## src/rtl/sertx_pkg.sv

```systemverilog
package sertx_pkg;
  localparam int FRAME_W = 11;
  localparam int LEN_W   = 4;
  localparam logic [LEN_W-1:0] LEN_BYTE = LEN_W'(10);
  localparam logic [LEN_W-1:0] LEN_WIDE = LEN_W'(11);
  typedef logic [FRAME_W-1:0] frame_t;
endpackage

```

## src/rtl/sertx_baud.sv

```systemverilog
module sertx_baud #(
  parameter int DIV_W = 16
) (
  input  logic               clk,
  input  logic               rst,
  input  logic               hi_we,
  input  logic               lo_we,
  input  logic [DIV_W/2-1:0] wbyte,
  output logic               tick
);
  localparam int HALF = DIV_W / 2;

  logic [HALF-1:0]  hi_stage;
  logic [DIV_W-1:0] div_q;
  logic [DIV_W-1:0] cnt;

  always_ff @(posedge clk) begin
    if (rst) begin
      hi_stage <= '0;
      div_q    <= '0;
      cnt      <= '0;
      tick     <= 1'b0;
    end else begin
      if (hi_we) hi_stage <= wbyte;
      if (lo_we) div_q <= {hi_stage, wbyte};
      if (div_q == '0) begin
        cnt  <= '0;
        tick <= 1'b0;
      end else if (cnt >= div_q - DIV_W'(1)) begin
        cnt  <= '0;
        tick <= 1'b1;
      end else begin
        cnt  <= cnt + DIV_W'(1);
        tick <= 1'b0;
      end
    end
  end

  // zero divisor produces no tick
  a_r9_halt: assert property (@(posedge clk) disable iff (rst)
    (div_q == '0) |=> !tick);
  // divisor changes only on a low-byte write
  a_r9_stage: assert property (@(posedge clk) disable iff (rst)
    !lo_we |=> $stable(div_q));
endmodule

```

## src/rtl/sertx_frame.sv

```systemverilog
module sertx_frame
  import sertx_pkg::*;
(
  input  logic             [8:0] data,
  input  logic                   wide,
  input  logic                   par_en,
  input  logic                   par_odd,
  output frame_t                 frame,
  output logic [LEN_W-1:0]       len
);
  logic top_bit;

  always_comb begin
    if (wide) begin
      top_bit = par_en ? ((^data[7:0]) ^ par_odd) : data[8];
      frame   = {1'b1, top_bit, data[7:0], 1'b0};
      len     = LEN_WIDE;
    end else begin
      top_bit = par_en ? ((^data[6:0]) ^ par_odd) : data[7];
      frame   = {2'b11, top_bit, data[6:0], 1'b0};
      len     = LEN_BYTE;
    end
  end
endmodule

```

## src/rtl/sertx_shift.sv

```systemverilog
module sertx_shift
  import sertx_pkg::*;
#(
  parameter int OVS  = 16,
  parameter int HAND = 9
) (
  input  logic             clk,
  input  logic             rst,
  input  logic             en,
  input  logic             start_pre,
  input  logic             tick,
  input  logic             have_data,
  input  frame_t           frame,
  input  logic [LEN_W-1:0] len,
  output logic             txd,
  output logic             take,
  output logic             fin
);
  localparam int SUB_W = $clog2(OVS);
  localparam logic [SUB_W-1:0] SUB_LAST = SUB_W'(OVS - 1);
  localparam logic [SUB_W-1:0] SUB_HAND = SUB_W'(HAND - 1);

  logic             busy;
  logic [SUB_W-1:0] sub;
  logic [LEN_W-1:0] rem;
  frame_t           sr;
  logic             at_hand;

  assign at_hand = busy && tick && (sub == SUB_HAND) && (rem == '0);
  assign take    = en && !start_pre && have_data && (!busy || at_hand);
  assign fin     = en && !start_pre && busy && tick && (sub == SUB_LAST) && (rem == '0);

  always_ff @(posedge clk) begin
    if (rst) begin
      busy <= 1'b0;
      sub  <= '0;
      rem  <= '0;
      sr   <= '1;
      txd  <= 1'b1;
    end else if (!en) begin
      busy <= 1'b0;
      sub  <= '0;
      rem  <= '0;
      txd  <= 1'b1;
    end else if (start_pre) begin
      busy <= 1'b1;
      sub  <= '0;
      rem  <= len - LEN_W'(1);
      sr   <= '1;
      txd  <= 1'b1;
    end else if (!busy) begin
      if (have_data) begin
        busy <= 1'b1;
        sub  <= '0;
        rem  <= len - LEN_W'(1);
        sr   <= {1'b1, frame[FRAME_W-1:1]};
        txd  <= frame[0];
      end
    end else if (tick) begin
      if (sub == SUB_LAST) begin
        sub <= '0;
        if (rem != '0) begin
          txd <= sr[0];
          sr  <= {1'b1, sr[FRAME_W-1:1]};
          rem <= rem - LEN_W'(1);
        end else begin
          busy <= 1'b0;
          txd  <= 1'b1;
        end
      end else begin
        sub <= sub + SUB_W'(1);
        if (at_hand && have_data) begin
          sr  <= frame;
          rem <= len;
        end
      end
    end
  end

  // line goes idle one clock after the enable is low
  a_r8_idle: assert property (@(posedge clk) disable iff (rst)
    !en |=> txd);
  // a load from idle puts the start bit on the line
  a_r3_start_low: assert property (@(posedge clk) disable iff (rst)
    (take && !busy) |=> !txd);
  // bit counter never exceeds a frame
  a_r2_rem_bound: assert property (@(posedge clk) disable iff (rst)
    rem <= LEN_W'(FRAME_W));
endmodule

```

## src/rtl/sertx.sv

```systemverilog
module sertx
  import sertx_pkg::*;
#(
  parameter int DIV_W = 16,
  parameter int OVS   = 16,
  parameter int HAND  = 9
) (
  input  logic               clk,
  input  logic               rst,
  input  logic               tx_en,
  input  logic               word9,
  input  logic               par_en,
  input  logic               par_odd,
  input  logic               irq_en,
  input  logic               div_hi_we,
  input  logic               div_lo_we,
  input  logic [DIV_W/2-1:0] div_byte,
  input  logic               data_we,
  input  logic [7:0]         data_lo,
  input  logic               data_b8,
  output logic               txd,
  output logic               buf_empty,
  output logic               tx_done,
  output logic               irq
);
  logic             tick;
  logic             en_q;
  logic             start_pre;
  logic [8:0]       buf_q;
  frame_t           frame;
  logic [LEN_W-1:0] len;
  logic             take;
  logic             fin;

  assign start_pre = tx_en && !en_q;

  sertx_baud #(.DIV_W(DIV_W)) u_baud (
    .clk   (clk),
    .rst   (rst),
    .hi_we (div_hi_we),
    .lo_we (div_lo_we),
    .wbyte (div_byte),
    .tick  (tick)
  );

  sertx_frame u_frame (
    .data    (buf_q),
    .wide    (word9),
    .par_en  (par_en),
    .par_odd (par_odd),
    .frame   (frame),
    .len     (len)
  );

  sertx_shift #(.OVS(OVS), .HAND(HAND)) u_shift (
    .clk       (clk),
    .rst       (rst),
    .en        (tx_en),
    .start_pre (start_pre),
    .tick      (tick),
    .have_data (!buf_empty),
    .frame     (frame),
    .len       (len),
    .txd       (txd),
    .take      (take),
    .fin       (fin)
  );

  always_ff @(posedge clk) begin
    if (rst) begin
      en_q      <= 1'b0;
      buf_q     <= '0;
      buf_empty <= 1'b1;
      tx_done   <= 1'b1;
    end else begin
      en_q <= tx_en;
      if (take) buf_empty <= 1'b1;
      if (fin)  tx_done   <= buf_empty;
      if (data_we) begin
        buf_q     <= {data_b8, data_lo};
        buf_empty <= 1'b0;
        tx_done   <= 1'b0;
      end
    end
  end

  assign irq = buf_empty && irq_en;

  // buffer is only taken while it holds a character
  a_r6_take_full: assert property (@(posedge clk) disable iff (rst)
    take |-> !buf_empty);
  // a write fills the buffer
  a_r11_write_fills: assert property (@(posedge clk) disable iff (rst)
    data_we |=> !buf_empty);
  // a write clears the completion flag
  a_r10_write_clears: assert property (@(posedge clk) disable iff (rst)
    data_we |=> !tx_done);
endmodule

```

## config.mk

```make
export PLATFORM = sky130hd
export DESIGN_NAME = sertx
export DESIGN_NICKNAME = d
export VERILOG_FILES = /design/src/rtl/sertx_pkg.sv /design/src/rtl/sertx_baud.sv /design/src/rtl/sertx_frame.sv /design/src/rtl/sertx_shift.sv /design/src/rtl/sertx.sv
export SDC_FILE = /design/constraint.sdc
export NUM_CORES = 1
export LEC_CHECK = 0
export BUFFER_PORTS_ARGS = -buffer_cell sky130_fd_sc_hd__buf_2
export CORE_MARGIN = 1.5
export CORE_UTILIZATION = 62
export DETAILED_ROUTE_END_ITERATION = 8
export GPL_TIMING_DRIVEN = 0
export PLACE_DENSITY_LB_ADDON = 0.05
export SYNTH_ARGS = -nofsm -noshare
export SYNTH_HDL_FRONTEND = slang
export SYNTH_SLANG_ARGS = --single-unit
```

## constraint.sdc

```tcl
create_clock -name clk -period 4.81 [get_ports clk]
set_input_delay 0.481 -clock clk [delete_from_list [all_inputs] [get_ports clk]]
set_output_delay 0.481 -clock clk [all_outputs]
set_load 0.05 [all_outputs]
```

# == Word level (Yosys, flattened, before mapping) ==
# Index checks and enable logic that the tools add are counted.
# totals
regBits,74
latchBits,0
mem_bits_rw,0
romBits,0
output_inout_bits,4
memories,0
# classes
n_addsub,5
multipliers,0
div,0
order_cmp,1
eq_ne,9
n_shift,0
mux,38
bitwise_logic,3
reduce_logical,33
# op_table
operator,n
$mux W11,7
$mux W4,11
$mux W1,19
$add A16 B1 Y16 const B,1
$ge A16 B16 Y1,1
$logic_not A16 Y1,1
$sub A16 B1 Y16 const B,1
$logic_and A1 B1 Y1,13
$mux W10,1
$eq A4 B4 Y1 const B,2
$ne A4 B3 Y1 const B,2
$reduce_xor A8 Y1,1
$sub A4 B1 Y4 const B,2
$reduce_xor A7 Y1,1
$reduce_or A3 Y1,2
$reduce_and A5 Y1,1
$add A4 B1 Y4 const B,1
$logic_not A1 Y1,4
$logic_not A4 Y1,1
$ne A2 B2 Y1 const B,2
$reduce_and A4 Y1,1
$reduce_bool A2 Y1,2
$reduce_bool A4 Y1,1
$reduce_or A2 Y1,2
8 further kinds,9

# == Depth between registers and ports, before layout ==
# depth
word_depth,10
mapped_depth,13
ltp_nobuf,12

# == Hierarchy ==
# A second synthesis with hierarchy kept.
# unflattened
cells_unflattened,493
area_unflattened_um2,4319.1
# modules_own_cells
mod,instances,cells_each,area_per_inst_um2
sertx_baud,1,235,2157.1
sertx_shift,1,190,1505.2
sertx,1,40,431.7
sertx_frame,1,28,225.2

# == Least setup slack after synthesis ==
# No wires, ideal clock.
# synth_timing
path_kind,reg-to-reg
start,reg u_baud.div_q[2]
end,reg u_baud.cnt[4]
setup_ns,0.071
arrival_time_ns,2.772
required_time_ns,4.739
path_slack_ns,1.966
stages_incl_launch_ff,14
path_buffers,1
synth_period_minus_slack_ns,2.844
path_cell_list,dfxtp_1 > nor2_1 > nand3_1 > or3_1 > nor2_1 > nand2_1 > xor2_1 > ha_1 > a21o_1 > a21o_1 > a21oi_1 > clkbuf_1 > nand3_1 > a21oi_1
# synth_via
elab_chain_cells,3
word_cells_on_any_way,4
cone_classes,add/sub (1); order compare (1); reduce/logical (2)
# synth_rtl
element,line_no,text
"start, declared",sertx_baud.sv:14,logic [DIV_W-1:0] div_q;
"start signal, assigned",sertx_baud.sv:25,"if (lo_we) div_q <= {hi_stage, wbyte};"
$sub A16 B1 Y16,sertx_baud.sv:29,end else if (cnt >= div_q - DIV_W'(1)) begin
$ge A16 B16 Y1,sertx_baud.sv:29,
$reduce_or A3 Y1 (no source line) *,--,
"end signal, assigned",sertx_baud.sv:33,cnt <= cnt + DIV_W'(1);
"end, declared",sertx_baud.sv:15,logic [DIV_W-1:0] cnt;
# Mark *: on every way between the ends. The rest lies on a longest branch, timed or not.
# A chain may end at the register's enable or synchronous reset.

# == Worst setup path in the final report ==
# layout_timing
start,reg u_baud.div_q[2]
end,reg u_baud.cnt[9]
# The elaborated chain is that of the path after synthesis.

==> results.txt <==
Num ports -> 31
Top fanout value on the critical path -> 10
Synth area leader -> dfxtp_1
Std-Cell Rows -> 29
Shortest period the worst path allows -> 3420 ps
Final instance area -> 0.00445 sq mm
R2R Setup Slk -> 1390 ps
Via count -> 3410
Final core utilization -> 70.8%
# port buffers -> 28
Hold Startpoint -> data_lo[2]
Placer Congestion -> 0.792
CTS sink count -> 73
Reg area -> 0.00146 sq mm
Post-synth EDFFs -> 0
Post-placement cell area -> 0.00423 sq mm
DRC errors left -> 0
GRT overflow -> 0
Initial core utilization -> 63.7%
WP data arrival -> 3710 ps
Layout fillers -> 496
Setup Skew -> 9.80 ps
CTS tree -> built
Vias in the first global route -> 3127
Synth area leaders -> dfxtp_1 37%, mux2i_1 8.8%, ha_1 6.6%
Register area share after synthesis -> 36.6%
NumNets Final -> 561
CTS Buffer Depth -> 2
Clock buffers created by TritonCTS -> 9
Top achievable clock speed -> 292 MHz
Worst-margin pin slew -> 786 ps
Area share of the largest cell type after synthesis -> 36.6%
First-pass GRT wire length -> 14500 microns
Top_reg_cell synth -> dfxtp_1
WL/cell -> 14.3 microns
Cell count after synthesis -> 474
Post-route ant nets -> 0
Final wirelength -> 8500 microns
#FFs+latches synth -> 73
Unique masters post-synth -> 52
CP Launch Type -> flip-flop
Placed Cells -> 579
Vias per inst -> 5.73
Slew headroom -> 47.3%
Clock Latency Late Sink -> 360 ps
Worst hold slack -> 352 ps
Setup-failing EPs final -> 0
Final Hold Viols -> 0
Tot GR Track Use -> 25.8%
Largest net degree at the start of global routing -> 14
TNS Setup -> 0 ps
HPWL after DPL -> 6170 microns
Crit path capture type -> flip-flop
Tcrit/Tclk final -> 71.2%
Antenna cell count -> 0
Hold_buf cts -> 0
Reg2reg start -> u_baud.div_q[2]$_SDFFE_PP0P_
Resized Gates After CTS -> 0
Share of layout cells above drive strength 1 -> 11.8%
Root Buffer -> clkbuf_8
RSZ-0062 raised after global routing -> no
Cell area power density -> 317 mW/mm^2
Worst setup path class -> reg -> reg
Area Overhead vs Synth -> 11.3%
Outcome -> finished, final reports clean
Detailed Route Iter0 Violations -> 172
Max cap viols -> 0
Core ar. -> 0.00628 sq mm
Non-Filler Instances -> 595
Setup Fix Bufs, Post-CTS -> 0
Yosys warns -> 0
Die height -> 83.3 microns
IR Drop Worst-Case VDD -> 291 uV
Slew Limit Fails -> 0
Avg Inst Size Synth -> 8.43 sq um
Reg2reg end -> u_baud.cnt[9]$_SDFF_PP0_
R2R depth -> 13
Multi-input gate area -> 0.00239 sq mm
DIE WIDTH -> 83.3 microns
1st-pass router iterations -> 4
Syn Nets -> 522
Hold EP -> buf_q[2]$_SDFFE_PP0P_
Antenna violations before repair -> 0
Worst Hold Class -> in -> reg
Leak Pwr -> 1.90 nW
Worst-path clk slew -> 90 ps
FFs w/ async S/R, synth -> 0%
CP required -> 5090 ps
Htree depth -> 3
Mapped cell area -> 0.00400 sq mm
Die area -> 0.00694 sq mm
Hold Path Cell Cnt -> 3
-- power breakdown --
group / leakage, nW / total [mW] / switching [mW] / internal, mW
Combinational: 1.20 / 0.235 / 0.134 / 0.101
Clock: 0.102 / 0.516 / 0.246 / 0.270
Sequential: 0.597 / 0.658 / 0.0266 / 0.631
-- cells by family after synthesis --
family | after synthesis | synth area share [%]
AND/OR/NAND/NOR | 189 | 22.9
AO/OA/AOI/OAI | 85 | 13.9
flip-flops | 73 | 36.6
buffers and inverters | 36 | 3.63
XOR/XNOR | 35 | 7.67
multiplexers | 35 | 8.77
adder cells (fa/ha/maj) | 21 | 6.57
-- synth_stat cells (2+ instances only) --
library cell	instances
xor2_1	13
dfxtp_1	73
or2_2	2
mux2i_1	35
nand2_1	40
a21oi_1	38
nand3_1	24
ha_1	21
nor2b_1	2
nand4_1	8
nor3_1	20
buf_2	2
nand2b_1	6
nor2_1	67
a31oi_1	9
a21o_1	8
xnor2_1	22
inv_1	13
nand3b_1	4
or3_1	2
o21bai_1	10
o21ai_0	8
clkbuf_1	18
-- worst max-delay path by stage --
stage                                       from                       end  slack (ps)  cells past startpoint
CTS                 u_baud.div_q[2]$_SDFFE_PP0P_  u_baud.cnt[9]$_SDFF_PP0_        1420                     13
global route        u_baud.div_q[2]$_SDFFE_PP0P_  u_baud.cnt[4]$_SDFF_PP0_        1130                     13
detailed placement  u_baud.div_q[2]$_SDFFE_PP0P_  u_baud.cnt[4]$_SDFF_PP0_        1430                     13
floorplan           u_baud.div_q[2]$_SDFFE_PP0P_  u_baud.cnt[4]$_SDFF_PP0_        1970                     13
global placement    u_baud.div_q[2]$_SDFFE_PP0P_  u_baud.cnt[4]$_SDFF_PP0_        1530                     13
finish              u_baud.div_q[2]$_SDFFE_PP0P_  u_baud.cnt[9]$_SDFF_PP0_        1390                     13
-- worst max-delay path, cell delays in order, from the launching register on --
cell      delay, ps
dfxtp_1         360
nor2_1          150
nand3_1         120
or3_1           360
nor2_1          250
nand2_1         110
xor2_1          150
ha_1            290
a21o_1          160
a21o_1          170
a21oi_1         540
clkbuf_1        410
nand3_1         140
a21oi_1         130
-- layout make-up --
class,count,area share (%)
well taps,77,2.17
inverters,14,1.18
plain buffers,22,2.08
multi-input cells,365,53.7
clock inverters,5,1.41
clock buffers,11,3.40
repair buffers,28,3.15
flip-flops and latches,73,32.9
-- layer usage --
| metal | share of wire, % | GRT usage [%] | vias to the layer above |
|---|---|---|---|
| met5 | 0 | 0 | - |
| met2 | 43 | 40.0 | 98 |
| met4 | 1.3 | 8.48 | 0 |
| li1 | - | - | 1741 |
| met1 | 50 | 36.0 | 1558 |
| met3 | 6.0 | 5.47 | 13 |
-- cells in the final DEF (no fill, tap or decap), drive strengths merged, types with 5 or more instances in the layout --
| cell | count |
|---|---|
| dfxtp | 73 |
| nor2 | 67 |
| nand2 | 40 |
| a21oi | 38 |
| mux2i | 35 |
| buf | 32 |
| clkbuf | 29 |
| nand3 | 25 |
| xnor2 | 22 |
| ha | 21 |
| nor3 | 20 |
| inv | 14 |
| xor2 | 13 |
| o21bai | 10 |
| a31oi | 9 |
| a21o | 8 |
| nand4 | 8 |
| o21ai | 8 |
| nand2b | 6 |
| nand3b | 5 |
-- metrics by stage --
step	total power [mW]	setup slack, ps
final	1.41	1390
after global routing	1.47	1130
after CTS	1.41	1420
after detailed placement	0.904	1430
after global placement	0.895	1530
after floorplan	0.845	1970
-- registers in the layout, indices dropped and copies added (netlist names) --
| register | count |
|---|---|
| u_baud.cnt | 16 |
| u_baud.div_q | 16 |
| u_shift.sr | 10 |
| buf_q | 9 |
| u_baud.hi_stage | 8 |
| u_shift.rem | 4 |
| u_shift.sub | 4 |
| buf_empty | 1 |
| en_q | 1 |
| tx_done | 1 |
| u_baud.tick | 1 |
| u_shift.busy | 1 |
| u_shift.txd | 1 |
(Power assumes the default switching activity.)
